===== src/rtl/dram_slot_pkg.sv =====
package dram_slot_pkg;

  // Strobes the slot controller hands to the address/gating datapath.
  typedef struct packed {
    logic run;      // sequencer has left reset
    logic vidSlot;  // current slot belongs to the display fetch
    logic rasOn;    // row strobe window
    logic colSel;   // column half on the address multiplexer
    logic casOn;    // column strobe window (before bank gating)
    logic loadVid;  // next edge opens a video slot
    logic loadCpu;  // next edge opens a CPU slot
  } slotStb_t;

  typedef enum logic [2:0] {
    MUX_CPU_ROW  = 3'd0,
    MUX_CPU_COL  = 3'd1,
    MUX_CHAR_ROW = 3'd2,
    MUX_CHAR_COL = 3'd3,
    MUX_MAP_ROW  = 3'd4,
    MUX_MAP_COL  = 3'd5
  } muxCode_t;

  function automatic muxCode_t muxPick(input logic vid, input logic charM, input logic col);
    muxCode_t code;
    if (!vid)       code = col ? MUX_CPU_COL  : MUX_CPU_ROW;
    else if (charM) code = col ? MUX_CHAR_COL : MUX_CHAR_ROW;
    else            code = col ? MUX_MAP_COL  : MUX_MAP_ROW;
    return code;
  endfunction

endpackage


===== src/rtl/dram_slot_ctrl.sv =====
module dram_slot_ctrl
  import dram_slot_pkg::*;
(
  input  logic       clk,
  input  logic       rstN,
  output slotStb_t   stb,
  output logic [1:0] slotCnt
);

  localparam int CNT_W = 2;
  localparam logic [CNT_W-1:0] LAST = '1;

  logic [CNT_W-1:0] cnt;
  logic [CNT_W-1:0] cntNeg;
  logic             run;
  logic             lateHalf;
  logic             firstTick;

  // Tick counter: 0-1 video slot, 2-3 CPU slot.
  always_ff @(posedge clk) begin
    if (!rstN) begin
      cnt <= LAST;
      run <= 1'b0;
    end else begin
      cnt <= cnt + CNT_W'(1);
      run <= 1'b1;
    end
  end

  // Falling-edge copy: equals cnt only in the second half of a tick.
  always_ff @(negedge clk) begin
    if (!rstN) cntNeg <= LAST;
    else       cntNeg <= cnt;
  end

  assign lateHalf  = (cntNeg == cnt);
  assign firstTick = ~cnt[0];

  always_comb begin
    stb.run     = run;
    stb.vidSlot = run & ~cnt[1];
    stb.rasOn   = run & (firstTick | ~lateHalf);
    stb.colSel  = run & (~firstTick | lateHalf);
    stb.casOn   = run & ~firstTick & ~lateHalf;
    stb.loadVid = (cnt == LAST);
    stb.loadCpu = run & (cnt == CNT_W'(1));
  end

  assign slotCnt = cnt;

endmodule


===== src/rtl/dram_slot_path.sv =====
module dram_slot_path
  import dram_slot_pkg::*;
#(
  parameter int ROW_W     = 7,
  parameter int COL_W     = 7,
  parameter int BANK_BITS = 1,
  localparam int NBANK    = 2 ** BANK_BITS,
  localparam int VID_AW   = ROW_W + COL_W + BANK_BITS,
  localparam int CPU_AW   = VID_AW + 1,
  localparam int DA_W     = (ROW_W > COL_W) ? ROW_W : COL_W
) (
  input  logic              clk,
  input  logic              rstN,
  input  slotStb_t          stb,
  input  logic [CPU_AW-1:0] cpuAddr,
  input  logic              cpuWr,
  input  logic              cpuDataPhase,
  input  logic              vidRegSel,
  input  logic              charMode,
  input  logic [VID_AW-1:0] charVidAddr,
  input  logic [VID_AW-1:0] mapVidAddr,
  output logic [2:0]        muxSel,
  output logic [DA_W-1:0]   dramAddr,
  output logic [NBANK-1:0]  casN,
  output logic              weN,
  output logic              linkEn,
  output logic              vidRegWr
);

  logic [VID_AW-1:0]    vidAddrQ;
  logic                 charQ;
  logic [VID_AW-1:0]    cpuAddrQ;
  logic                 ramHitQ;
  logic                 cpuWrQ;
  logic                 vidRegWrQ;

  logic [VID_AW-1:0]    srcAddr;
  logic [ROW_W-1:0]     rowPart;
  logic [COL_W-1:0]     colPart;
  logic [BANK_BITS-1:0] bankIdx;
  logic                 cpuSlot;
  logic                 accessOn;

  // Video source captured at the edge that opens the video slot.
  always_ff @(posedge clk) begin
    if (!rstN) begin
      vidAddrQ <= '0;
      charQ    <= 1'b0;
    end else if (stb.loadVid) begin
      vidAddrQ <= charMode ? charVidAddr : mapVidAddr;
      charQ    <= charMode;
    end
  end

  // Processor request captured at the edge that opens the CPU slot.
  always_ff @(posedge clk) begin
    if (!rstN) begin
      cpuAddrQ  <= '0;
      ramHitQ   <= 1'b0;
      cpuWrQ    <= 1'b0;
      vidRegWrQ <= 1'b0;
    end else if (stb.loadCpu) begin
      cpuAddrQ  <= cpuAddr[VID_AW-1:0];
      ramHitQ   <= ~cpuAddr[CPU_AW-1] & ~vidRegSel;
      cpuWrQ    <= cpuWr;
      vidRegWrQ <= vidRegSel & cpuWr;
    end
  end

  assign cpuSlot  = stb.run & ~stb.vidSlot;
  assign srcAddr  = stb.vidSlot ? vidAddrQ : cpuAddrQ;
  assign rowPart  = srcAddr[ROW_W-1:0];
  assign colPart  = srcAddr[ROW_W +: COL_W];
  assign bankIdx  = srcAddr[ROW_W+COL_W +: BANK_BITS];
  assign accessOn = stb.vidSlot | (cpuSlot & ramHitQ);

  assign muxSel   = muxPick(stb.vidSlot, charQ, stb.colSel);
  assign dramAddr = stb.colSel ? DA_W'(colPart) : DA_W'(rowPart);

  for (genvar b = 0; b < NBANK; b++) begin : g_bankCas
    assign casN[b] = ~(stb.casOn & accessOn & (bankIdx == BANK_BITS'(b)));
  end

  assign weN      = ~(cpuSlot & cpuWrQ & ramHitQ);
  assign linkEn   = cpuSlot & cpuDataPhase & (ramHitQ | vidRegWrQ);
  assign vidRegWr = vidRegWrQ;

endmodule


===== src/rtl/dram_slot_seq.sv =====
module dram_slot_seq
  import dram_slot_pkg::*;
#(
  parameter int ROW_W     = 7,
  parameter int COL_W     = 7,
  parameter int BANK_BITS = 1,
  localparam int NBANK    = 2 ** BANK_BITS,
  localparam int VID_AW   = ROW_W + COL_W + BANK_BITS,
  localparam int CPU_AW   = VID_AW + 1,
  localparam int DA_W     = (ROW_W > COL_W) ? ROW_W : COL_W
) (
  input  logic              clk,
  input  logic              rstN,
  input  logic [CPU_AW-1:0] cpuAddr,
  input  logic              cpuWr,
  input  logic              cpuDataPhase,
  input  logic              vidRegSel,
  input  logic              charMode,
  input  logic [VID_AW-1:0] charVidAddr,
  input  logic [VID_AW-1:0] mapVidAddr,
  output logic              cpuClk,
  output logic              rasN,
  output logic [NBANK-1:0]  casN,
  output logic              weN,
  output logic [2:0]        muxSel,
  output logic [DA_W-1:0]   dramAddr,
  output logic              linkEn
);

  slotStb_t   stb;
  logic [1:0] slotCnt;
  logic       seqRun;
  logic       vidRegWr;

  dram_slot_ctrl u_ctrl (
    .clk     (clk),
    .rstN    (rstN),
    .stb     (stb),
    .slotCnt (slotCnt)
  );

  dram_slot_path #(
    .ROW_W     (ROW_W),
    .COL_W     (COL_W),
    .BANK_BITS (BANK_BITS)
  ) u_path (
    .clk          (clk),
    .rstN         (rstN),
    .stb          (stb),
    .cpuAddr      (cpuAddr),
    .cpuWr        (cpuWr),
    .cpuDataPhase (cpuDataPhase),
    .vidRegSel    (vidRegSel),
    .charMode     (charMode),
    .charVidAddr  (charVidAddr),
    .mapVidAddr   (mapVidAddr),
    .muxSel       (muxSel),
    .dramAddr     (dramAddr),
    .casN         (casN),
    .weN          (weN),
    .linkEn       (linkEn),
    .vidRegWr     (vidRegWr)
  );

  assign seqRun = stb.run;
  assign rasN   = ~stb.rasOn;
  assign cpuClk = stb.vidSlot;

endmodule


===== config.mk =====
export PLATFORM = sky130hd
export DESIGN_NAME = dram_slot_seq
export DESIGN_NICKNAME = d
export VERILOG_FILES = /design/src/rtl/dram_slot_pkg.sv /design/src/rtl/dram_slot_ctrl.sv /design/src/rtl/dram_slot_path.sv /design/src/rtl/dram_slot_seq.sv
export SDC_FILE = /design/constraint.sdc
export NUM_CORES = 1
export LEC_CHECK = 0
export ABC_AREA = 1
export BUFFER_PORTS_ARGS = -buffer_cell sky130_fd_sc_hd__clkbuf_2
export CAP_MARGIN = 30
export CORE_MARGIN = 5
export CORE_UTILIZATION = 40
export DETAILED_ROUTE_END_ITERATION = 10
export PLACE_DENSITY = 0.65
export SYNTH_ARGS = -nofsm -noshare
export SYNTH_HDL_FRONTEND = slang
export SYNTH_HIERARCHICAL = 1
export SYNTH_SLANG_ARGS = --single-unit

===== constraint.sdc =====
create_clock -name clk -period 1.6 [get_ports clk]
set_clock_uncertainty 0.15 [all_clocks]
set_input_delay 0.08 -clock clk [delete_from_list [all_inputs] [get_ports clk]]
set_output_delay 0.08 -clock clk [all_outputs]
set_load 0.01 [all_outputs]

Word level (Yosys, flattened, before mapping)
Cells that the tools add are included.

storage, ports and cells
  input bits = 52
  logic and storage cells = 54
  bits in registers = 39
  output and inout bits = 16

cells by class
  equality and inequality tests = 3
  bitwise gates (word level) = 32
  muxes and demuxes = 9
  add/sub/neg operators = 1

operators with widths
  cell                 number
  $mux 15              2
  $and 1x1->1          17
  $not 1->1            11
  $mux 7               1
  $mux 3               2
  $mux 1               4
  $or 1x1->1           4
  $add 2x1->2 const B  1
  $eq 2x1->1 const B   1
  $eq 2x2->1           1
  $eq 2x2->1 const B   1

Depth between registers and ports, before layout
Gate-level depths: netlist of the first run.

  word-level depth = 9
  gate-level depth with buffers = 9
  depth with buffers taken out = 8

Hierarchy
The synthesis of the first run kept the hierarchy.

modules (own cells, without submodules)
  module          cells each  area an instance (sq um)  instances  sequential area each (sq um)
  dram_slot_path  312         1,846.8                   1          680.7
  dram_slot_ctrl  33          242.7                     1          100.1
  dram_slot_seq   1           3.8                       1          0.0

==> results.yml, run 1 <==
floorplan:
  die_w_um: 82.34
  die-area_um2: 6780
  die_y_um: 82.34
  rows: 26
  start_util: 0.4098
  core_um2: 5107
  ios: 68
critical_path:
  r2r_slack_ns: 0.07
  path_delay_family: "simple AND/OR/NAND/NOR gates"
  cp.arrival_ns: 2.18
  cp_slowest_cell: "dfxtp_2"
  crit_required_ns: 1.37
  end_kind: "primary output"
  r2r_cells: 7
  worstSetupStartpointType: "flip-flop"
  path_class: "reg -> out"
  crit_cells: 9
  crit_chain: "inv_1 > nand2_1 > nand2_2 > nand3_4 > nand2_4 > inv_8 > nand3_4 > nand2_2 > buf_6"
  path_max_fanout: 7
  path_buf_inv: 3
  cp_slowest_stage_delay_ns: 0.32
synthesis:
  synth_xor_area_frac: 0
  syn-instance-count: 346
  syn_avg_cell_area_um2: 6.050
  synthSimpleGateAreaFrac: 0.3915
  yosysTopAreaCell: "dfxtp_1"
  synth_nets: 400
  ys_seq_elements: 39
  synthAdderAreaFrac: 0.01195
  yosysWarningCount: 6
  synth.area.top_cells: "dfxtp_1 37%, nand2_1 18%, nor2_1 12%"
  muxShareOfSynthArea: 0
  synth_top_area_share: 0.3730
  synth_area_um2: 2093
  synth_compound_area_frac: 0.05977
  ys_seq_area_frac: 0.3730
  synth_cell_type_count: 19
  synth_top_family_by_area: "simple AND/OR/NAND/NOR gates"
job:
  cap_viol_max_count: 0
worst_hold_path:
  holdPathStages: 5
  worstHoldPathType: "in -> reg"
place:
  io_buffers: 67
  placed_cell_area_um2: 2567
  place_congestion: 0.8468
  pre_cts_ws_ns: -0.5536
  hpwlAfterDp_mm: 3.905
global_routing:
  grt_max_degree: 21
  grt_pass1_vias: 2366
  grt_usage: 0.1921
  antenna_found_initial: 0
  grt-ovfl-total: 0
  grt_pass1_wl_mm: 10.09
route:
  antenna_left: 0
  vias_per_cell: 4.362
  num_vias: 2364
  dr.first_iter.drc_count: 103
  finalWirelength_mm: 6.213
  dr.pass1.iters: 4
  route.detailed.drc: 0
  drt-wirelength-per-cell_um: 11.46
clock_network:
  numCtsBuffers: 5
  clock_path_buffers: 2
  htreeDepth: 2
  cts.sinks: 39
  insertion_delay_ns: 0.28
  cts_tree: "built"
  cts_root_buf: "clkbuf_8"
  clk_pin_slew_worst_paths_ns: 0.07
sta:
  drv_slew: 0
  slew_headroom: 0.7946
  layout_setup_ws_ns: -0.8106
  worst_pin_slew_ns: 0.3076
  hold_viol: 0
  setup_violations: 11
  rsz0062_at_grt: "yes"
finish:
  diodes: 0
  fin_nets: 525
  final_area_um2: 3279
  drive_above_1_share: 0.2691
  area_growth_pct: 56.66
power:
  irDropWorstVdd_mv: 0.3393
  p_leak_uw: 0.001751
  power.density_nw_per_um2: 778.9
  finalPower_uw: 2554
status:
  status: "finished with violations"
  violations: "negative setup slack"
## sequential cells by signal, indices dropped and copies added (netlist names)
signal,count
u_path/ramHitQ,1
u_ctrl/cntNeg,2
u_path/cpuAddrQ,15
u_ctrl/run,1
u_path/vidAddrQ,15
u_path/cpuWrQ,1
u_path/charQ,1
u_ctrl/slotCnt,2
u_path/vidRegWr,1
## area by class of cell
cell class,instances,area [µm²]
Tap cell,70,87.58
Multi-Input combinational cell,231,1086
Inverter,59,231.5
Clock buffer,7,76.32
Timing Repair inverter,2,15.01
Sequential cell,39,785.8
Clock inverter,3,11.26
Timing Repair Buffer,131,985.9
Fill cell,491,1828
## per-layer routing
layer	vias to the layer above	part of all wire	GRT usage
met4	0	0.015	0.06645
li1	1280	-	-
met5	-	0	0
met3	9	0.043	0.03471
met2	54	0.50	0.3518
met1	1021	0.44	0.2218
## repair_timing
| item | CTS | global route |
|---|---|---|
| cloned | 2 | 1 |
| hold buffers | 49 | 0 |
| resized for setup | 5 | 29 |
| endpoints found under the hold margin | 34 | 0 |
| setup buffers | 0 | 3 |
| pin swaps | 10 | 5 |
| endpoints found under the setup margin | 12 | 30 |
## cell usage after synthesis (all sizes together)
library cell / number
clkbuf: 2
a21oi: 5
o21ai: 17
nor2: 67
ha: 2
nand2: 103
a21o: 1
dfxtp: 39
nand4: 1
inv: 60
nand3: 34
buf: 15
## cells by family after synthesis
group / after synthesis
flip-flops: 39
buffers and inverters: 77
adder cells (fa/ha/maj): 2
AO/OA/AOI/OAI: 23
AND/OR/NAND/NOR: 205
## report_power, final
group / internal (µW) / switching (µW) / total (µW)
sequential: 1060 / 54.6 / 1120
clock: 310 / 334 / 644
combinational: 381 / 415 / 796
total: 1750 / 803 / 2550
## worst paths after layout
| check | start | to |
|---|---|---|
| setup / recovery | u_ctrl/cntNeg[0] | dramAddr[4] |
| hold reg to reg | u_path/cpuWrQ | u_path/cpuWrQ |
| hold / removal | charMode | u_path/vidAddrQ[3] |
| setup reg to reg | u_ctrl/slotCnt[1] | u_path/cpuAddrQ[6] |
## cell usage in the layout (no fill, tap or decap), types with 10 or more instances in the layout
master,synthesis,layout
o21ai_1,9,10
nand2_1,101,92
nor2_1,67,65
dlygate4sd3_1,0,49
clkbuf_2,1,59
nand2_2,2,11
nand3_1,34,24
dfxtp_1,39,35
buf_4,6,14
inv_1,55,53
## metrics by stage
stage / TNS, ns / hold WS [ns] / cells / utilization
6_report: -8.493 / 0.04690 / 542 / 0.6421
5_1_grt: -9.820 / 0.08674 / 542 / 0.6421
4_1_cts: -8.886 / 0.03150 / 538 / 0.6210
3_5_place_dp: -5.453 / 0.1597 / 478 / 0.5027
3_3_place_gp: -5.127 / 0.1547 / 478 / 0.5027
2_1_floorplan: -3.021 / -0.04228 / 346 / -
## tightest hold or removal path: cells and delay by family
kind,cells,cell delay [ns]
and+or+nand+nor,3,0.18
buffers and inverters,2,0.19
Note: power is estimated with default switching activity, not from simulation.
==> run 2, diff against run 1 <==
--- a/config.mk
+++ b/config.mk
@@ -12,6 +12,8 @@
 export CORE_UTILIZATION = 40
 export DETAILED_ROUTE_END_ITERATION = 10
 export PLACE_DENSITY = 0.65
+export RECOVER_POWER = 100
+export SLEW_MARGIN = 20
 export SYNTH_ARGS = -nofsm -noshare
 export SYNTH_HDL_FRONTEND = slang
 export SYNTH_HIERARCHICAL = 1
==> constraint.sdc (replaced) <==
create_clock -name clk -period 3 [get_ports clk]
set_clock_uncertainty 0.15 [all_clocks]
set_input_delay 0.15 -clock clk [delete_from_list [all_inputs] [get_ports clk]]
set_output_delay 0.15 -clock clk [all_outputs]
set_load 0.01 [all_outputs]
==> results.yml, run 2 (synthesis results as in run 1) <==
clock_network:
  numCtsBuffers: 5
  htreeDepth: 2
  cts.sinks: 39
  cts_root_buf: "clkbuf_8"
  insertion_delay_ns: 0.28
  clock_path_buffers: 2
  clk_pin_slew_worst_paths_ns: 0.06
  cts_tree: "built"
status:
  violations: "negative setup slack"
  status: "finished with violations"
power:
  power_frac_seq: 0.469
  p_leak_uw: 0.001589
  power.density_nw_per_um2: 445.9
  p_int_uw: 876.4
  comb_power_share: 0.274
  pwr-share-clk: 0.257
  finalPower_uw: 1268
  swShare: 0.3089
  irDropWorstVdd_mv: 0.1573
  p_sw_uw: 391.8
critical_path:
  r2r_cells: 2
  crit_required_ns: 2.70
  cp.arrival_ns: 2.90
  path_max_fanout: 8
  cp_slowest_stage_delay_ns: 0.32
  worst_path_most_repeated_cell: "nand2_2"
  worstSetupStartpointType: "flip-flop"
  path_class: "reg -> out"
  cp-endpoint: "dramAddr[2]"
  rr_startpoint: "u_ctrl/slotCnt[0]"
  r2r-end: "u_ctrl/cntNeg[0]"
  crit_start: "u_ctrl/cntNeg[1]"
  crit_chain: "inv_2 > nand2_2 > nand2_2 > nand3_2 > nand2_2 > buf_6 > nand3_1 > nand2_1 > buf_2"
  end_kind: "primary output"
  r2r_slack_ns: 0.76
  cp_slowest_cell: "dfxtp_2"
finish:
  fill_cells: 530
  diodes: 0
  fin_nets: 492
  final_cell_mix: "97 x nand2_1, 67 x nor2_1, 56 x inv_1"
  drive_above_1_share: 0.2243
  mostFrequentLayoutCell: "nand2_1"
  fin_util: 0.5568
  top_regs: "u_path/cpuAddrQ: 15 flops, u_path/vidAddrQ: 15 flops"
  area_growth_pct: 35.86
sta:
  hold_viol: 0
  drv_slew: 0
  worst_pin_slew_ns: 0.7898
  layout_setup_ws_ns: -0.2030
  rsz0062_at_grt: "yes"
  slew_headroom: 0.4735
  tns_ns: -1.814
  setup_violations: 11
global_routing:
  grt_pass1_vias: 2054
  grt-ovfl-total: 0
  grt_usage: 0.1679
  grt_pass1_wl_mm: 8.832
  grt_max_degree: 21
  antenna_found_initial: 0
floorplan:
  rows: 26
  die-area_um2: 6780
  ios: 68
  die_w_um: 82.34
  core_um2: 5107
  die_y_um: 82.34
  start_util: 0.4098
route:
  drt-wirelength-per-cell_um: 10.99
  dr.first_iter.drc_count: 131
  antenna_left: 0
  dr.pass1.iters: 4
  route.detailed.drc: 0
  finalWirelength_mm: 5.571
  num_vias: 2211
  vias_per_cell: 4.361
place:
  pre_cts_ws_ns: 0.08827
  io_buffers: 67
  hpwlAfterDp_mm: 3.897
  place_congestion: 0.8507
job:
  cap_viol_max_count: 0
worst_hold_path:
  worstHoldPathType: "in -> reg"
  min_from: "mapVidAddr[1]"
==> run 2: cell types whose count changed in the layout (fill, tap and decap cells not counted), sizes merged <==
cell,change
nand2,-1
clkinvlp,-2
dlygate4sd3,-24
clkinv,-1
clkbuf,+1
buf,-8
==> run 2: worst min path at each step <==
stage                                     end  cells past startpoint
final                      u_path/vidAddrQ[1]                      5
after CTS                  u_path/vidAddrQ[1]                      5
after floorplan                    u_ctrl/run                      0
after detailed placement    u_ctrl/slotCnt[0]                      2
after global routing      u_path/vidAddrQ[13]                      5
after global placement      u_ctrl/slotCnt[0]                      2
==> run 2: layer usage <==
| metal | vias to the layer above | routed length (µm) | GRT usage | part of all wire |
|---|---|---|---|---|
| met1 | 936 | 2696 | 0.2142 | 0.48 |
| li1 | 1207 | - | - | - |
| met5 | - | 0 | 0 | 0 |
| met4 | 0 | 80 | 0.06312 | 0.014 |
| met3 | 4 | 346 | 0.03362 | 0.062 |
| met2 | 64 | 2447 | 0.2780 | 0.44 |
==> run 2: area by class of cell <==
class | instances | area [µm²] | share of cell area
multi-input combinational | 230 | 1015 | 0.3568
sequential | 39 | 783.3 | 0.2754
timing repair buffer | 101 | 656.9 | 0.2310
inverter | 59 | 221.5 | 0.07787
tap | 70 | 87.58 | 0.03080
clock buffer | 6 | 72.57 | 0.02552
clock inverter | 2 | 7.507 | 0.002640
==> run 2: critical path: cells and delay by family, from the launching register on <==
family	cells	cell delay, ns
buf+inv	3	0.31
flops	1	0.32
simple gates	6	0.43
==> run 2: power by group through the flow <==
stage               clock network (µW)  logic [µW]  registers (µW)
floorplan                         6.26         210             596
global placement                  6.26         295             603
detailed placement                6.26         296             604
CTS                                336         340             593
global route                       359         394             600
finish                             326         347             594
==> run 2: what timing repair did <==
| item | in CTS | in global routing |
|---|---|---|
| pin swaps | 6 | 16 |
| resized for setup | 8 | 16 |
| cloned | 0 | 0 |
| hold buffers | 25 | 0 |
| buffers inserted | 5 | 0 |
| hold endpoints to repair | 24 | 0 |
| setup endpoints to repair | 10 | 11 |
==> run 2: metrics by stage <==
stage                     std cells  cell area [µm²]  hold WS (ns)
final                           507             2844      0.009883
after global routing            507             2844       0.02407
after CTS                       507             2820      0.002697
after detailed placement        470             2429        0.2195
after global placement          470             2429        0.2198
after floorplan                 346             2093       0.02772
==> run 3, diff against run 2 <==
--- a/config.mk
+++ b/config.mk
@@ -11,7 +11,7 @@
 export CORE_MARGIN = 5
 export CORE_UTILIZATION = 40
 export DETAILED_ROUTE_END_ITERATION = 10
-export PLACE_DENSITY = 0.65
+export PLACE_DENSITY_LB_ADDON = 0.2
 export RECOVER_POWER = 100
 export SLEW_MARGIN = 20
 export SYNTH_ARGS = -nofsm -noshare
==> results.yml, run 3 (synthesis results as in run 1) <==
critical_path:
  end_kind: "primary output"
  r2r_cells: 6
  path_max_fanout: 6
  r2r_slack_ns: 0.28
  rr_startpoint: "u_ctrl/slotCnt[0]"
  cp.arrival_ns: 2.91
  worstSetupStartpointType: "flip-flop"
  path_class: "reg -> out"
  crit_required_ns: 2.70
  r2r-end: "u_path/vidAddrQ[12]"
place:
  place_congestion: 0.8381
  hpwlAfterDp_mm: 3.695
  io_buffers: 67
  pre_cts_ws_ns: 0.06359
floorplan:
  die_y_um: 82.34
  rows: 26
  start_util: 0.4098
  die-area_um2: 6780
  die_w_um: 82.34
  core_um2: 5107
  ios: 68
finish:
  fill_cells: 505
  drive_above_1_share: 0.2272
  regArea_um2: 783.3
  top_regs: "u_path/cpuAddrQ: 15 flops, u_path/vidAddrQ: 15 flops"
  final_cell_mix: "95 x nand2_1, 67 x nor2_1, 55 x inv_1, 55 x clkbuf_2"
  mostFrequentLayoutCell: "nand2_1"
  area_growth_pct: 44.95
  multi_input_area_um2: 1030
  diodes: 0
  fin_nets: 502
route:
  antenna_left: 0
  route.detailed.drc: 0
  drt-wirelength-per-cell_um: 10.84
  finalWirelength_mm: 5.627
  dr.first_iter.drc_count: 121
  vias_per_cell: 4.320
  num_vias: 2242
  dr.pass1.iters: 4
sta:
  worst_pin_slew_ns: 1.295
  worst_hold_slack_ns: 0.007632
  drv_slew: 0
  hold_viol: 0
  setup_violations: 11
  layout_setup_ws_ns: -0.2137
  rsz0062_at_grt: "yes"
  slew_headroom: 0.1368
clock_network:
  clock_path_buffers: 2
  cts_root_buf: "clkbuf_8"
  htreeDepth: 2
  insertion_delay_ns: 0.29
  clk_pin_slew_worst_paths_ns: 0.08
  cts.sinks: 39
  numCtsBuffers: 5
  cts_tree: "built"
status:
  status: "finished with violations"
  violations: "negative setup slack"
power:
  finalPower_uw: 1418
  irDropWorstVdd_mv: 0.2480
  power.density_nw_per_um2: 467.5
  p_leak_uw: 0.001650
worst_hold_path:
  worstHoldPathType: "in -> reg"
  min_from: "charVidAddr[11]"
  min_to: "u_path/vidAddrQ[11]"
  holdPathStages: 5
global_routing:
  grt_pass1_vias: 2219
  antenna_found_initial: 0
  grt_max_degree: 33
  grt-ovfl-total: 0
  grt_pass1_wl_mm: 9.363
  grt_usage: 0.1777
job:
  cap_viol_max_count: 0
## run 3: cell types whose count changed in the layout (fill, tap and decap cells not counted), moves of 2 or more
cell	change
buf_6	+3
nand2_1	-2
dlygate4sd3_1	+12
clkbuf_16	+2
buf_2	-2
buf_4	-3
## run 3: worst max path at each step
stage | cells past startpoint | startpoint | to | slack [ns]
CTS | 9 | u_ctrl/cntNeg[1] | dramAddr[6] | -0.20
global route | 8 | u_ctrl/cntNeg[0] | dramAddr[1] | -0.37
floorplan | 9 | u_ctrl/cntNeg[1] | dramAddr[0] | 0.15
detailed placement | 9 | u_ctrl/cntNeg[1] | dramAddr[4] | 0.06
finish | 8 | u_ctrl/cntNeg[0] | dramAddr[1] | -0.21
global placement | 9 | u_ctrl/cntNeg[1] | dramAddr[0] | 0.08
## run 3: per-stage QoR
step           cells  setup TNS, ns    util  cell area, µm²
2_1_floorplan    346              0       -            2093
3_3_place_gp     471              0  0.4770            2436
3_5_place_dp     471              0  0.4770            2436
4_1_cts          519         -1.656  0.5879            3003
5_1_grt          519         -2.883  0.5941            3034
6_report         519         -1.687  0.5941            3034
## run 3: power breakdown
part	internal, µW	switching (µW)
Combinational	173	199
Clock	265	187
Sequential	565	29.8
## run 3: layout make-up
type                       count  share of cell area
clock buffer                   7             0.03918
timing repair buffer         111              0.2569
multi-input combinational    230              0.3394
inverter                      59             0.07381
clock inverter                 3            0.003711
tap                           70             0.02887
sequential                    39              0.2581
## run 3: critical path, cell delays in order, from the launching register on
cell and delay (ns):
dfxtp_2 0.33, nand2_2 0.06, nand2_2 0.10, nand3_2 0.08, nand2_4 0.10, buf_6 0.14
nand3_2 0.07, nand2_1 0.07, buf_2 0.12
## run 3: per-layer routing
metal,track usage,wire [µm]
met1,0.2102,2598
met2,0.3125,2668
met3,0.03905,261
met4,0.06478,99
met5,0,0
## run 3: repair_timing
action / CTS / global route
pin swaps: 15 / 6
endpoints found under the setup margin: 10 / 11
gates resized for setup: 16 / 18
hold endpoints to repair: 33 / 0
buffers inserted: 2 / 0
hold buffers: 37 / 0
